### src/rtl/retn_pkg.sv
package retn_pkg;
  typedef enum logic [2:0] {
    ST_IDLE,
    ST_FILL,
    ST_HOLD,
    ST_RDREQ,
    ST_RDWAIT,
    ST_PACE,
    ST_DONE
  } retn_state_e;
endpackage

### src/rtl/retn_addr_walk.sv
module retn_addr_walk #(
  parameter int AW = 10
) (
  input  logic          clk,
  input  logic          rst_n,
  input  logic          load,
  input  logic          step,
  input  logic [AW-1:0] load_addr,
  input  logic [AW-1:0] lo,
  input  logic [AW-1:0] hi,
  output logic [AW-1:0] addr
);
  function automatic logic [AW-1:0] advance(input logic [AW-1:0] a,
                                            input logic [AW-1:0] b,
                                            input logic [AW-1:0] t);
    return (a == t) ? b : a + AW'(1);
  endfunction

  always_ff @(posedge clk or negedge rst_n) begin
    if (!rst_n)    addr <= '0;
    else if (load) addr <= load_addr;
    else if (step) addr <= advance(addr, lo, hi);
  end
endmodule

### src/rtl/retn_pattern.sv
module retn_pattern #(
  parameter int DW = 16
) (
  input  logic [DW-1:0] pattern,
  input  logic          alt,
  input  logic          odd,
  output logic [DW-1:0] word
);
  function automatic logic [DW-1:0] cell_word(input logic [DW-1:0] p,
                                              input logic alt_en,
                                              input logic is_odd);
    return (alt_en && is_odd) ? ~p : p;
  endfunction

  assign word = cell_word(pattern, alt, odd);
endmodule

### src/rtl/retn_err_log.sv
module retn_err_log #(
  parameter int AW  = 10,
  parameter int DW  = 16,
  parameter int ECW = 32
) (
  input  logic           clk,
  input  logic           rst_n,
  input  logic           clear,
  input  logic           cmp_en,
  input  logic [DW-1:0]  rdata,
  input  logic [DW-1:0]  expect_word,
  input  logic [AW-1:0]  addr,
  output logic           mismatch,
  output logic [ECW-1:0] err_count,
  output logic           first_valid,
  output logic [AW-1:0]  first_addr,
  output logic [DW-1:0]  first_data
);
  function automatic logic [ECW-1:0] sat_inc(input logic [ECW-1:0] c);
    return (&c) ? c : c + ECW'(1);
  endfunction

  assign mismatch = cmp_en && (rdata != expect_word);

  always_ff @(posedge clk or negedge rst_n) begin
    if (!rst_n) begin
      err_count   <= '0;
      first_valid <= 1'b0;
      first_addr  <= '0;
      first_data  <= '0;
    end else if (clear) begin
      err_count   <= '0;
      first_valid <= 1'b0;
    end else if (mismatch) begin
      err_count <= sat_inc(err_count);
      if (!first_valid) begin
        first_valid <= 1'b1;
        first_addr  <= addr;
        first_data  <= rdata;
      end
    end
  end
endmodule

### src/rtl/retn_engine.sv
module retn_engine #(
  parameter int AW  = 10,
  parameter int DW  = 16,
  parameter int TW  = 16,
  parameter int ECW = 32
) (
  input  logic           clk,
  input  logic           rst_n,
  input  logic           start,
  input  logic [AW-1:0]  cfg_base,
  input  logic [AW-1:0]  cfg_last,
  input  logic [AW-1:0]  cfg_first,
  input  logic [DW-1:0]  cfg_pattern,
  input  logic           cfg_alt,
  input  logic [TW-1:0]  cfg_hold,
  input  logic [TW-1:0]  cfg_pace,
  output logic           mem_we,
  output logic           mem_re,
  output logic [AW-1:0]  mem_addr,
  output logic [DW-1:0]  mem_wdata,
  input  logic           mem_rvalid,
  input  logic [DW-1:0]  mem_rdata,
  output logic           refresh_off,
  output logic           done,
  output logic [ECW-1:0] err_count,
  output logic           first_valid,
  output logic [AW-1:0]  first_addr,
  output logic [DW-1:0]  first_data
);
  import retn_pkg::*;

  localparam int LW = AW + 1;

  function automatic logic [LW-1:0] span(input logic [AW-1:0] lo,
                                         input logic [AW-1:0] hi);
    return {1'b0, hi} - {1'b0, lo} + LW'(1);
  endfunction

  retn_state_e   state_q;
  logic [AW-1:0] base_q, last_q, first_q;
  logic [DW-1:0] pat_q;
  logic          alt_q;
  logic [TW-1:0] hold_q, pace_q;
  logic [LW-1:0] left_q;
  logic [TW-1:0] tmr_q;

  // named internal events
  wire launch    = start && (state_q == ST_IDLE || state_q == ST_DONE);
  wire last_item = (left_q == LW'(1));
  wire fill_end  = (state_q == ST_FILL) && last_item;
  wire rsp_ok    = (state_q == ST_RDWAIT) && mem_rvalid;
  wire scan_end  = rsp_ok && last_item;
  wire tmr_zero  = (tmr_q == '0);
  wire walk_step = ((state_q == ST_FILL) || rsp_ok) && !last_item;

  logic [AW-1:0] walk_addr;
  logic [DW-1:0] cell_word;
  logic          mismatch;

  retn_addr_walk #(.AW(AW)) u_walk (
    .clk(clk), .rst_n(rst_n),
    .load(launch || fill_end), .step(walk_step),
    .load_addr(launch ? cfg_first : first_q),
    .lo(base_q), .hi(last_q), .addr(walk_addr)
  );

  retn_pattern #(.DW(DW)) u_pat (
    .pattern(pat_q), .alt(alt_q), .odd(walk_addr[0]), .word(cell_word)
  );

  retn_err_log #(.AW(AW), .DW(DW), .ECW(ECW)) u_log (
    .clk(clk), .rst_n(rst_n), .clear(launch), .cmp_en(rsp_ok),
    .rdata(mem_rdata), .expect_word(cell_word), .addr(walk_addr),
    .mismatch(mismatch), .err_count(err_count), .first_valid(first_valid),
    .first_addr(first_addr), .first_data(first_data)
  );

  always_ff @(posedge clk or negedge rst_n) begin
    if (!rst_n) begin
      base_q <= '0; last_q <= '0; first_q <= '0;
      pat_q  <= '0; alt_q  <= 1'b0;
      hold_q <= '0; pace_q <= '0;
    end else if (launch) begin
      base_q <= cfg_base;    last_q <= cfg_last; first_q <= cfg_first;
      pat_q  <= cfg_pattern; alt_q  <= cfg_alt;
      hold_q <= cfg_hold;    pace_q <= cfg_pace;
    end
  end

  always_ff @(posedge clk or negedge rst_n) begin
    if (!rst_n) begin
      state_q <= ST_IDLE;
      left_q  <= '0;
      tmr_q   <= '0;
    end else begin
      case (state_q)
        ST_IDLE, ST_DONE: if (launch) begin
          state_q <= ST_FILL;
          left_q  <= span(cfg_base, cfg_last);
        end
        ST_FILL: if (last_item) begin
          state_q <= ST_HOLD;
          left_q  <= span(base_q, last_q);
          tmr_q   <= hold_q;
        end else begin
          left_q <= left_q - LW'(1);
        end
        ST_HOLD, ST_PACE: if (tmr_zero) state_q <= ST_RDREQ;
                          else tmr_q <= tmr_q - TW'(1);
        ST_RDREQ: state_q <= ST_RDWAIT;
        ST_RDWAIT: if (rsp_ok) begin
          left_q <= left_q - LW'(1);
          tmr_q  <= pace_q;
          state_q <= scan_end ? ST_DONE : ST_PACE;
        end
        default: state_q <= ST_IDLE;
      endcase
    end
  end

  assign mem_we      = (state_q == ST_FILL);
  assign mem_re      = (state_q == ST_RDREQ);
  assign mem_addr    = walk_addr;
  assign mem_wdata   = cell_word;
  assign refresh_off = (state_q != ST_IDLE) && (state_q != ST_DONE);
  assign done        = (state_q == ST_DONE);
endmodule

### config.mk
export PLATFORM = sky130hd
export DESIGN_NAME = retn_engine
export DESIGN_NICKNAME = d
export VERILOG_FILES = /design/src/rtl/retn_pkg.sv /design/src/rtl/retn_addr_walk.sv /design/src/rtl/retn_pattern.sv /design/src/rtl/retn_err_log.sv /design/src/rtl/retn_engine.sv
export SDC_FILE = /design/constraint.sdc
export NUM_CORES = 1
export LEC_CHECK = 0
export BUFFER_PORTS_ARGS = -buffer_cell sky130_fd_sc_hd__buf_4
export CORE_MARGIN = 10
export CORE_UTILIZATION = 35
export DETAILED_ROUTE_END_ITERATION = 7
export PLACE_DENSITY = 0.55
export SETUP_SLACK_MARGIN = 0.15
export SLEW_MARGIN = 20
export SYNTH_ARGS = -nofsm -noshare
export SYNTH_HDL_FRONTEND = slang
export SYNTH_SLANG_ARGS = --single-unit
### constraint.sdc
create_clock -name clk -period 2.25 [get_ports clk]
set_input_delay 0.1125 -clock clk [delete_from_list [all_inputs] [get_ports clk]]
set_output_delay 0.1125 -clock clk [all_outputs]
set_load 0.01 [all_outputs]
Yosys cells after proc, flatten, opt, wreduce, memory -nomap -nowiden
Index checks and enable logic that the tools add are counted.
{"block": "classes", "muxes": 24, "n_bitwise": 3, "n_reduce_logical": 27, "eq_ne": 16, "add_sub_neg": 8}
{"cell": "$mux 32", "count": 3}
{"cell": "$mux 16", "count": 4}
{"cell": "$pmux 16 s3", "count": 1}
{"cell": "$mux 10", "count": 4}
{"cell": "$mux 11", "count": 3}
{"cell": "$pmux 11 s3", "count": 1}
{"cell": "$add 32x1->32 const B", "count": 1}
{"cell": "$reduce_and 32->1", "count": 1}
{"cell": "$add 11x1->11 const B", "count": 2}
{"cell": "$sub 10x10->11", "count": 2}
{"cell": "$logic_not 16->1", "count": 1}
{"cell": "$ne 16x16->1", "count": 1}
{"cell": "$not 16->16", "count": 1}
{"cell": "$sub 16x1->16 const B", "count": 1}
{"cell": "$pmux 3 s5", "count": 1}
{"cell": "$mux 3", "count": 4}
{"cell": "$eq 11x1->1 const B", "count": 1}
{"cell": "$sub 11x1->11 const B", "count": 1}
{"cell": "$add 10x1->10 const B", "count": 1}
{"cell": "$eq 10x10->1", "count": 1}
{"cell": "$ne 2x2->1 const B", "count": 5}
{"cell": "$eq 3x3->1 const B", "count": 3}
{"cell": "$reduce_bool 3->1", "count": 3}
{"cell": "$logic_and 1x1->1", "count": 8}
{"cell": "15 further kinds", "count": 24}
{"block": "word_totals", "inputBits": 99, "wordCells": 93, "regBits": 178, "output_inout_bits": 89}

Longest topological paths before layout
Gate-level depths: netlist (run 1).
{"block": "depth", "word_depth": 6, "mapped_depth": 12, "depth_no_buf": 12}

By module
From an unflattened synthesis (run 1), not the netlist that was laid out.
{"block": "hier_totals", "cells_unflattened": 973, "hier_area_um2": 10212.3}
{"mod": "retn_engine", "cells_per_inst": 598, "area_each_um2": 6243.5, "n_inst": 1, "seq_area_each_um2": 2727.6}
{"mod": "retn_err_log", "cells_per_inst": 268, "area_each_um2": 2971.6, "n_inst": 1, "seq_area_each_um2": 1476.4}
{"mod": "retn_addr_walk", "cells_per_inst": 89, "area_each_um2": 830.8, "n_inst": 1, "seq_area_each_um2": 250.2}
{"mod": "retn_pattern", "cells_per_inst": 18, "area_each_um2": 166.4, "n_inst": 1, "seq_area_each_um2": 0.0}

Least setup slack after synthesis (run 1)
No wires, ideal clock.
{"block": "synth_timing", "path_type": "reg2reg", "from": "register last_q[1]", "to": "register left_q[7]", "path_slack_ps": -182, "setup_time_ps": 131, "t_required_ps": 2119, "synth_period_minus_slack_ps": 2432, "n_path_buf": 0, "t_arrival_ps": 2301, "stages_incl_launch_ff": 13, "path_cell_list": "dfrtp_1 -> inv_1 -> ha_1 -> inv_1 -> ha_1 -> fa_1 -> a21oi_1 -> nor2b_1 -> o31ai_1 -> nor2b_1 -> xnor2_1 -> a221oi_1 -> o21ai_0"}
{"block": "synth_between", "elab_chain_cells": 4}
{"element": "start: declaration", "line_no": "retn_engine.sv:40", "text": "logic [AW-1:0] base_q, last_q, first_q;"}
{"element": "start signal: assignment", "line_no": "retn_engine.sv:84", "text": "base_q <= cfg_base; last_q <= cfg_last; first_q <= cfg_first;"}
{"element": "$sub 10x10->11", "line_no": "retn_engine.sv:36", "text": "return {1'b0, hi} - {1'b0, lo} + LW'(1);"}
{"element": "$add 11x1->11", "line_no": "retn_engine.sv:36"}
{"element": "$mux 11", "line_no": "retn_engine.sv:101", "text": "ST_FILL: if (last_item) begin"}
{"element": "$pmux 11 s3", "line_no": "retn_engine.sv:96", "text": "case (state_q)"}
{"element": "end signal: assignment", "line_no": "retn_engine.sv:99", "text": "left_q <= span(cfg_base, cfg_last);"}
{"element": "end signal: assignment", "line_no": "retn_engine.sv:103", "text": "left_q <= span(base_q, last_q);"}
{"element": "end signal: assignment", "line_no": "retn_engine.sv:106", "text": "left_q <= left_q - LW'(1);"}
{"element": "end: declaration", "line_no": "retn_engine.sv:44", "text": "logic [LW-1:0] left_q;"}
Every way passes these cells.
A chain may end at the register's enable or synchronous reset.

Worst setup path in the final report (run 1)
{"block": "layout_timing", "from": "register base_q[1]", "to": "register left_q[8]"}
{"block": "layout_between", "elab_chain_cells": 4}
{"element": "start: declaration", "line_no": "retn_engine.sv:40"}
{"element": "start signal: assignment", "line_no": "retn_engine.sv:84"}
{"element": "$sub 10x10->11", "line_no": "retn_engine.sv:36"}
{"element": "$add 11x1->11", "line_no": "retn_engine.sv:36"}
{"element": "$mux 11", "line_no": "retn_engine.sv:101"}
{"element": "$pmux 11 s3", "line_no": "retn_engine.sv:96"}
Every way passes these cells.

==> flow_metrics.tcl, run 1 <==
set metrics [dict create \
    status "complete, but fails checks" \
    violations "setup timing" \
    p_sw_uw 10200 \
    fmax_mhz 412 \
    worstHoldEndpoint "u_log.first_data[4]" \
    fin_worst_skew_ps 12.7 \
    hp-class "in -> reg" \
    diodes 0 \
    cts-root-buf "clkbuf_16" \
    power.density_nw_per_um2 1460 \
    slew_headroom_pct 67.4 \
    synth-seq-cells 178 \
    synth.top_cell.area_share_pct 44.6 \
    core.rowCount 61 \
    seqCellArea_um2 4460 \
    hold_depth 3 \
    grt_overflow_total 0 \
    numCtsBuffers 17 \
    synth_area_leader_cell "dfrtp_1" \
    cts_buffer_depth 2 \
    reg2reg_setup_slack_ps -180 \
    htreeDepth 4 \
    synth_area_um2 9990 \
    synth_cell_types 63 \
    min_period_over_period_pct 108 \
    sw_frac_of_total_pct 42.5 \
    fillerInstances 2375 \
    ir_worst_vdd_v 0.000795 \
    hp-start "mem_rdata[4]" \
    gp_congestion 0.832 \
    clockPowerShare_pct 12.8 \
    fin_cells 1974 \
    hold_viol 0 \
    syn_area_per_cell_um2 9.02 \
    die_h_um 189 \
    design.portCount 188 \
    worstPathCellList "ha_4 -> inv_4 -> ha_4 -> buf_4 -> buf_6 -> buf_6 -> a211oi_4 -> o21ai_2 -> a21o_1 -> a21oi_2 -> xnor2_1 -> a221oi_1 -> a21oi_1" \
    critPathMaxFanout 2 \
    grt_usage_pct 18.3 \
    netlist_instances 1108 \
    coreArea_um2 28000 \
    synth_edf_count 0 \
    routed_wl_mm 35.1 \
    drv_slew 0 \
    grt_antenna_before_repair 0 \
    rsz0062_at_grt "yes" \
    synth_warnings 0 \
    clock-sinks 178 \
    max_stage_delay_ps 420 \
    worstPathRequired_ps 2560 \
    fin_crit_ps 2430 \
    layout.nets 1728 \
    insertion_delay_ps 430 \
    synth_nets 1253 \
    slowest_stage "dfrtp_1" \
    routedWlPerCell_um 17.8 \
    final_core_util_pct 58.6 \
    leakage_uw 0.00766 \
    async_reset_ff_share_pct 100 \
    placed_cells 1764 \
    multi_input_area_um2 6210 \
    yosysMostFrequentCell "nand2_1" \
    die_area_um2 35700 \
    timing.rr.end "left_q[8]" \
    worst_slew_pin_slew_ps 488 \
    die-width_um 189 \
    drc 0 \
    initial_core_util_pct 35.7 \
    worstSetupPathType "reg -> reg" \
    grt_max_degree 59 \
    setup_tns_ps -898 \
    route.vias.total 9940 \
    p_total_uw 24000 \
    grt_pass1_vias 10057 \
    startpoint_type "flip-flop" \
    p_int_uw 13800 \
    synth_ff_type "dfrtp_1" \
    worstPathArrival_ps 2740 \
    ys_seq_area_share_pct 44.6 \
    detail_route.first_pass.iterations 5 \
    area_growth_pct 64.2 \
    dp_slack_ps -284 \
    cap_viol_max_count 0 \
    setup_ws_ps -176 \
    rr_startpoint "base_q[1]" \
    grt_pass1_wl_mm 54.0 \
    synthTopCellsByCount "243 x nand2_1, 178 x dfrtp_1, 78 x nor2_1" \
    avgViaCountPerCell 5.04 \
    seqPwrFrac_pct 23.7 \
    dp_hpwl_mm 23.0 \
    endpoint_kind "flip-flop" \
    portBuffers 187 \
    layout-drive-gt1-share_pct 42.2 \
    clkSlewWorstSetupHoldPaths_ps 80 \
    ys_top_cells_by_area "dfrtp_1 45%, nand2_1 9.1%, ha_1 5.5%, mux2_2 4.7%, xnor2_1 4.1%" \
    combPwrFrac_pct 63.5 \
    tritoncts "done" \
    final_antenna_net_count 0 \
    ff2ff_path_depth 13 \
    drt-initial-drc-count 513 \
    setup_viol 15 \
]
## power groups by stage
stage	logic (uW)	registers [uW]	clock network, uW
finish	15200	5680	3070
global route	16600	5860	3270
CTS	12500	5570	3140
detailed placement	11100	5580	0
global placement	11000	5540	0
floorplan	6680	5520	0
## cell usage in the layout, fill, tap and decap left out, types with 8 or more instances in the layout
master | Yosys | layout
a21oi_1 | 57 | 35
a21oi_2 | 0 | 21
a221oi_1 | 18 | 16
and3_1 | 10 | 8
buf_12 | 0 | 8
buf_4 | 1 | 340
buf_6 | 0 | 53
clkbuf_16 | 0 | 23
dfrtp_1 | 178 | 171
dlygate4sd3_1 | 0 | 93
ha_1 | 44 | 39
inv_1 | 39 | 35
mux2_2 | 42 | 31
mux2_4 | 0 | 11
nand2_1 | 243 | 223
nand2_2 | 1 | 13
nand2_4 | 0 | 8
nand3_1 | 19 | 16
nand4_1 | 14 | 14
nor2_1 | 78 | 67
nor2_2 | 2 | 9
nor3_1 | 17 | 12
o21ai_0 | 77 | 40
o21ai_1 | 0 | 12
o21ai_2 | 0 | 22
o31ai_2 | 0 | 9
or4_4 | 1 | 12
xnor2_1 | 47 | 36
xnor2_2 | 0 | 11
xor2_1 | 25 | 23
## registers in the layout, summed over array words and instances (netlist names), 11 cells and up
register	flops
pat_q	16
left_q	11
tmr_q	16
u_log.first_data	16
u_log.err_count	32
hold_q	16
pace_q	16
## worst max-delay path, delay by kind of cell (launching register included)
kind,cells,cell delay [ps]
fa+ha+maj,2,440
xor+xnor,1,80
buf+inv,4,370
flops,1,420
compound gates,6,1000
## worst max-delay path by stage
stage	start	to	slack (ps)	cells past startpoint
floorplan	last_q[1]	left_q[7]	-70	12
global placement	cfg_base[1]	left_q[9]	-250	12
detailed placement	cfg_base[1]	left_q[9]	-280	12
CTS	last_q[1]	left_q[7]	-180	12
global route	last_q[1]	left_q[7]	-330	12
finish	base_q[1]	left_q[8]	-180	13
## cells by family (layout without fill, tap and decap cells)
logic type | count (synthesis) | in the layout | synth area share [%]
adders and majority gates | 46 | 46 | 5.91
DFF | 178 | 178 | 44.6
and+or+nand+nor | 460 | 462 | 21.0
muxes | 48 | 48 | 5.33
buffers and inverters | 92 | 578 | 3.72
AOI/OAI and AO/OA | 212 | 212 | 13.2
xor gates and xnor gates | 72 | 72 | 6.31
## timing repair
item,in CTS,in global routing
cloned,6,9
setup endpoints to repair,158,117
resized for setup,117,199
hold buffers,93,0
hold endpoints to repair,131,0
pin swaps,46,98
setup buffers,32,38
## metal layers
layer	part of all wire [%]	wire (um)	GRT usage, %	vias to the layer above
met2	49	17000	30.3	237
met4	1.0	358	4.15	0
li1	-	-	-	4831
met5	0	0	0	-
met1	46	16000	24.5	4847
met3	4.7	1670	3.05	25
## layout make-up
| class | count | area share, % |
|---|---|---|
| clock buffers | 18 | 2.62 |
| clock inverters | 14 | 0.991 |
| inverters | 40 | 0.984 |
| multi-input cells | 840 | 37.8 |
| flip-flops and latches | 178 | 27.2 |
| well taps | 378 | 2.88 |
| repair buffers | 505 | 27.4 |
| repair inverters | 1 | 0.0457 |
## metrics by stage
stage	hold WS, ps	area (um^2)
2_1_floorplan	-183	10100
3_3_place_gp	86.4	12900
3_5_place_dp	85.4	12900
4_1_cts	6.94	15200
5_1_grt	20.1	16400
6_report	35.7	16400
(Power assumes the default switching activity.)
==> inputs of run 2 (changes only) <==
- clock period: 2.25 -> 2.1 ns (I/O delays scaled with it)
==> run 2 against run 1 <==
Effect of this change:
- the run still ends with setup timing left
- combinational power is 24% higher
- clock skew is 4.1 ps higher
- total power is 17% higher
- largest power group unchanged
==> flow_metrics.tcl, run 2 (synthesis gave the netlist of run 1 again) <==
set metrics [dict create \
    combPwrFrac_pct 67.2 \
    drt-initial-drc-count 549 \
    cap_viol_max_count 0 \
    hold_ws_ps 20.5 \
    grt_pass1_wl_mm 55.5 \
    htreeDepth 4 \
    p_sw_uw 11700 \
    fmax_mhz 413 \
    final_cell_mix "369 x buf_4, 172 x dfrtp_1, 169 x nand2_1" \
    cts_buffer_depth 2 \
    regMostFlops "u_log.err_count" \
    fin_worst_skew_ps 16.8 \
    gp_congestion 0.839 \
    power.density_nw_per_um2 1630 \
    hold_viol 0 \
    seqPwrFrac_pct 21.4 \
    dp_hpwl_mm 23.2 \
    design.portCount 188 \
    routedWlPerCell_um 18.1 \
    avgViaCountPerCell 5.08 \
    die_h_um 189 \
    worstSetupPathType "reg -> reg" \
    setup_ws_ps -323 \
    ir_worst_vdd_v 0.000718 \
    critPathMaxFanout 2 \
    routed_wl_mm 36.5 \
    largest_reg_flops 32 \
    startpoint_type "flip-flop" \
    initial_core_util_pct 35.7 \
    p_total_uw 28100 \
    worstPathRequired_ps 2420 \
    leakage_uw 0.00815 \
    portBuffers 187 \
    worstPathArrival_ps 2750 \
    clockPowerShare_pct 11.4 \
    violations "setup timing" \
    cts-root-buf "clkbuf_16" \
    clkSlewWorstSetupHoldPaths_ps 80 \
    final_core_util_pct 61.7 \
    die_area_um2 35700 \
    setup_viol 115 \
    grt_max_degree 69 \
    tritoncts "done" \
    grt_antenna_before_repair 2 \
    die-width_um 189 \
    insertion_delay_ps 440 \
    p_int_uw 16400 \
    sw_frac_of_total_pct 41.8 \
    core.rowCount 61 \
    area_growth_pct 72.9 \
    min_period_over_period_pct 115 \
    grt_pass1_vias 10406 \
    numCtsBuffers 17 \
    route.vias.total 10271 \
    worst_slew_pin_slew_ps 710 \
    drv_slew 0 \
    endpoint_kind "flip-flop" \
    hp-class "in -> reg" \
    grt_usage_pct 19.0 \
    status "complete, but fails checks" \
    layout_commonest_cell "buf_4" \
    detail_route.first_pass.iterations 5 \
    layout.nets 1775 \
    layout-drive-gt1-share_pct 47.4 \
    grt_overflow_total 0 \
    fin_crit_ps 2420 \
    coreArea_um2 28000 \
    fillerInstances 2328 \
    drc 0 \
    rsz0062_at_grt "yes" \
    slew_headroom_pct 52.7 \
    final_antenna_net_count 0 \
    clock-sinks 178 \
]
## run 2: layout make-up
| class | count | area, um^2 | area share, % |
|---|---|---|---|
| multi-input combinational | 838 | 6450 | 37.4 |
| timing repair buffer | 555 | 5160 | 29.9 |
| sequential | 178 | 4460 | 25.8 |
| tap | 378 | 473 | 2.74 |
| clock buffer | 17 | 425 | 2.46 |
| inverter | 40 | 153 | 0.884 |
| clock inverter | 15 | 140 | 0.811 |
| antenna | 2 | 5.00 | 0.0290 |
## run 2: final timing paths
kind                         startpoint             endpoint  slack (ps)  cells past startpoint
setup / recovery              base_q[1]            left_q[9]        -320                     11
hold / removal             mem_rdata[2]  u_log.first_data[2]          20                      3
setup reg to reg              base_q[1]            left_q[9]        -320                     11
hold reg to reg              first_q[0]           first_q[0]         480                      2
max in group asynchronous         rst_n            last_q[7]        1100                      3
min in group asynchronous         rst_n  u_log.err_count[17]         240                      2
## run 2: timing repair
item,CTS,global route
setup endpoints to repair,148,157
gates cloned,12,9
gates resized for setup,174,241
buffers inserted,39,33
endpoints found under the hold margin,158,0
hold buffers,95,0
pin swaps,61,92
## run 2: power by group through the flow
stage / Sequential [uW] / Combinational [uW] / Clock, uW
global placement: 5890 / 12500 / 0
finish: 6020 / 18900 / 3200
CTS: 5930 / 15700 / 3260
floorplan: 5930 / 7350 / 0
detailed placement: 5930 / 12600 / 0
global route: 6200 / 20400 / 3430
## run 2: critical path, cell delays in order (launching register included)
cell and delay (ps):
dfrtp_1 420, ha_4 270, inv_2 40, ha_4 150, fa_2 360, a21oi_2 140
nor2b_2 60, o31ai_2 200, a21oi_1 120, xor2_1 180, a221oi_1 290, nor2_1 80
## run 2: metrics by stage
stage | worst slack, ps | instances | setup TNS, ps | cell area, um^2
finish | -323 | 2023 | -20020 | 17300
global route | -416 | 2023 | -30570 | 17300
CTS | -354 | 1979 | -15020 | 15900
detailed placement | -382 | 1801 | -13750 | 13300
global placement | -364 | 1801 | -11900 | 13300
floorplan | -224 | 1108 | -4110 | 10200
## run 2: routing by layer
layer	part of all wire (%)	track usage (%)
met5	0	0
met4	1.4	4.82
met3	4.5	3.66
met2	49	31.4
met1	45	25.0
==> inputs of run 3 (changes only) <==
- CORE_ASPECT_RATIO: unset -> 1.25
==> run 3 against run 2 <==
Effect of this change:
- maximum frequency decreased by 1.2%
- largest power group unchanged
- non-clock buffer count fell by 25
- the run still ends with setup timing left
- clock-buffer cell count increased by 3
- critical path type unchanged
- global-route usage rose by 0.17 points
- die area rose by 0.12%
==> flow_metrics.tcl, run 3 (synthesis gave the netlist of run 1 again) <==
set metrics [dict create \
    cts-root-buf "clkbuf_16" \
    final_antenna_net_count 0 \
    sw_frac_of_total_pct 41.4 \
    seqPwrFrac_pct 23.0 \
    final_cell_mix "381 x buf_4, 236 x nand2_1, 174 x dfrtp_1" \
    grt_overflow_total 0 \
    startpoint_type "flip-flop" \
    cts_buffer_depth 2 \
    coreArea_um2 28300 \
    core.rowCount 69 \
    combPwrFrac_pct 64.4 \
    fin_crit_ps 2450 \
    drv_slew 0 \
    ir_worst_vdd_v 0.000942 \
    grt_antenna_before_repair 0 \
    grt_pass1_wl_mm 55.3 \
    violations "setup timing" \
    endpoint_kind "flip-flop" \
    p_int_uw 15200 \
    grt_max_degree 64 \
    leakage_uw 0.00768 \
    hold_ws_ps 29.6 \
    avgViaCountPerCell 5.07 \
    gp_congestion 0.838 \
    power.density_nw_per_um2 1590 \
    rsz0062_at_grt "yes" \
    die_h_um 209 \
    slowest_stage "dfrtp_1" \
    worstPathCellList "ha_4 -> inv_2 -> ha_4 -> fa_2 -> a21oi_2 -> nor2b_2 -> o31ai_2 -> a21oi_1 -> xor2_1 -> a221oi_2 -> nor2_1" \
    tritoncts "done" \
    drt-initial-drc-count 772 \
    routedWlPerCell_um 17.8 \
    setup_tns_ps -8710 \
    status "complete, but fails checks" \
    hold_viol 0 \
    final_core_util_pct 57.8 \
    htreeDepth 4 \
    fillerInstances 2440 \
    placed_cells 1791 \
    crit_top_cell "ha_4" \
    critPathMaxFanout 2 \
    die-width_um 171 \
    numCtsBuffers 17 \
    fmax_mhz 408 \
    layout_commonest_cell "buf_4" \
    worst_slew_pin_slew_ps 660 \
    seqCellArea_um2 4460 \
    grt_usage_pct 19.2 \
    layout.nets 1752 \
    clockPowerShare_pct 12.6 \
    p_total_uw 26000 \
    portBuffers 187 \
    slew_headroom_pct 56.0 \
    worstSetupPathType "reg -> reg" \
    fin_worst_skew_ps 8.43 \
    regMostFlops "u_log.err_count" \
    design.portCount 188 \
    worstPathRequired_ps 2430 \
    setup_viol 88 \
    clock-sinks 178 \
    setup_ws_ps -352 \
    grt_pass1_vias 10291 \
    max_stage_delay_ps 420 \
    min_period_over_period_pct 117 \
    diodes 0 \
    fin_cells 1975 \
    routed_wl_mm 35.2 \
    route.vias.total 10007 \
    worstPathArrival_ps 2780 \
    dp_hpwl_mm 24.1 \
    multi_input_area_um2 6080 \
    cap_viol_max_count 0 \
    clkSlewWorstSetupHoldPaths_ps 70 \
    hp-class "in -> reg" \
    largest_reg_flops 32 \
    area_growth_pct 63.9 \
    insertion_delay_ps 440 \
    p_sw_uw 10800 \
    drc 0 \
    detail_route.first_pass.iterations 6 \
    initial_core_util_pct 35.3 \
    die_area_um2 35700 \
    layout-drive-gt1-share_pct 41.9 \
]
run 3: changes by cell type in the layout (fill, tap and decap cells not counted), sizes merged:
cell,previous run,this run
buf,453,437
inv,48,43
clkbuf,24,21
dlygate4sd3,95,92
bufinv,0,2
clkinv,7,5
clkinvlp,0,2
diode,2,0
nand3,19,20
nor2,80,81
run 3: repair_timing:
action                                  4_1_cts  5_1_grt
endpoints found under the hold margin       147        0
setup buffers                                39       12
pin swaps                                    70       43
cloned                                        8        1
endpoints found under the setup margin      135      156
gates resized for setup                     157       86
hold buffers                                 92        0
run 3: layout make-up:
class                      count  area share, %
inverter                      40          0.963
clock buffer                  20           2.79
multi-input combinational    840           37.1
tap                          355           2.71
clock inverter                12          0.795
timing repair buffer         530           28.4
sequential                   178           27.2
run 3: layer usage:
layer	routed length, um	track usage (%)
met1	15100	23.4
met5	0	0
met2	17700	33.2
met4	814	6.34
met3	1600	3.36
run 3: power groups by stage:
| stage | Sequential [uW] | Clock (uW) | Combinational (uW) |
|---|---|---|---|
| finish | 5990 | 3280 | 16700 |
| global route | 6160 | 3480 | 18200 |
| detailed placement | 5930 | 0 | 12700 |
| floorplan | 5930 | 0 | 7350 |
| CTS | 5940 | 3340 | 15600 |
| global placement | 5880 | 0 | 12500 |
run 3: final timing paths:
check	from	end	slack, ps	cells after the start
min in group asynchronous	rst_n	u_log.err_count[25]	210	2
setup / recovery	base_q[1]	left_q[9]	-350	11
setup reg to reg	base_q[1]	left_q[9]	-350	11
max in group asynchronous	rst_n	u_log.first_addr[8]	1140	3
hold / removal	mem_rdata[8]	u_log.first_data[8]	30	3
hold reg to reg	hold_q[15]	hold_q[15]	470	2
run 3: per-stage QoR:
step           setup slack, ps  area [um^2]
4_1_cts                   -278        15900
3_5_place_dp              -441        13300
5_1_grt                   -480        16400
6_report                  -352        16400
2_1_floorplan             -224        10200
3_3_place_gp              -355        13300
run 3: critical path, delay by kind of cell, from the launching register on:
kind / cells / cell delay, ps
AOI/OAI and AO/OA: 4 / 800
adders and majority gates: 3 / 770
DFF: 1 / 420
and+or+nand+nor: 2 / 130
xor gates and xnor gates: 1 / 190
buffers and inverters: 1 / 40
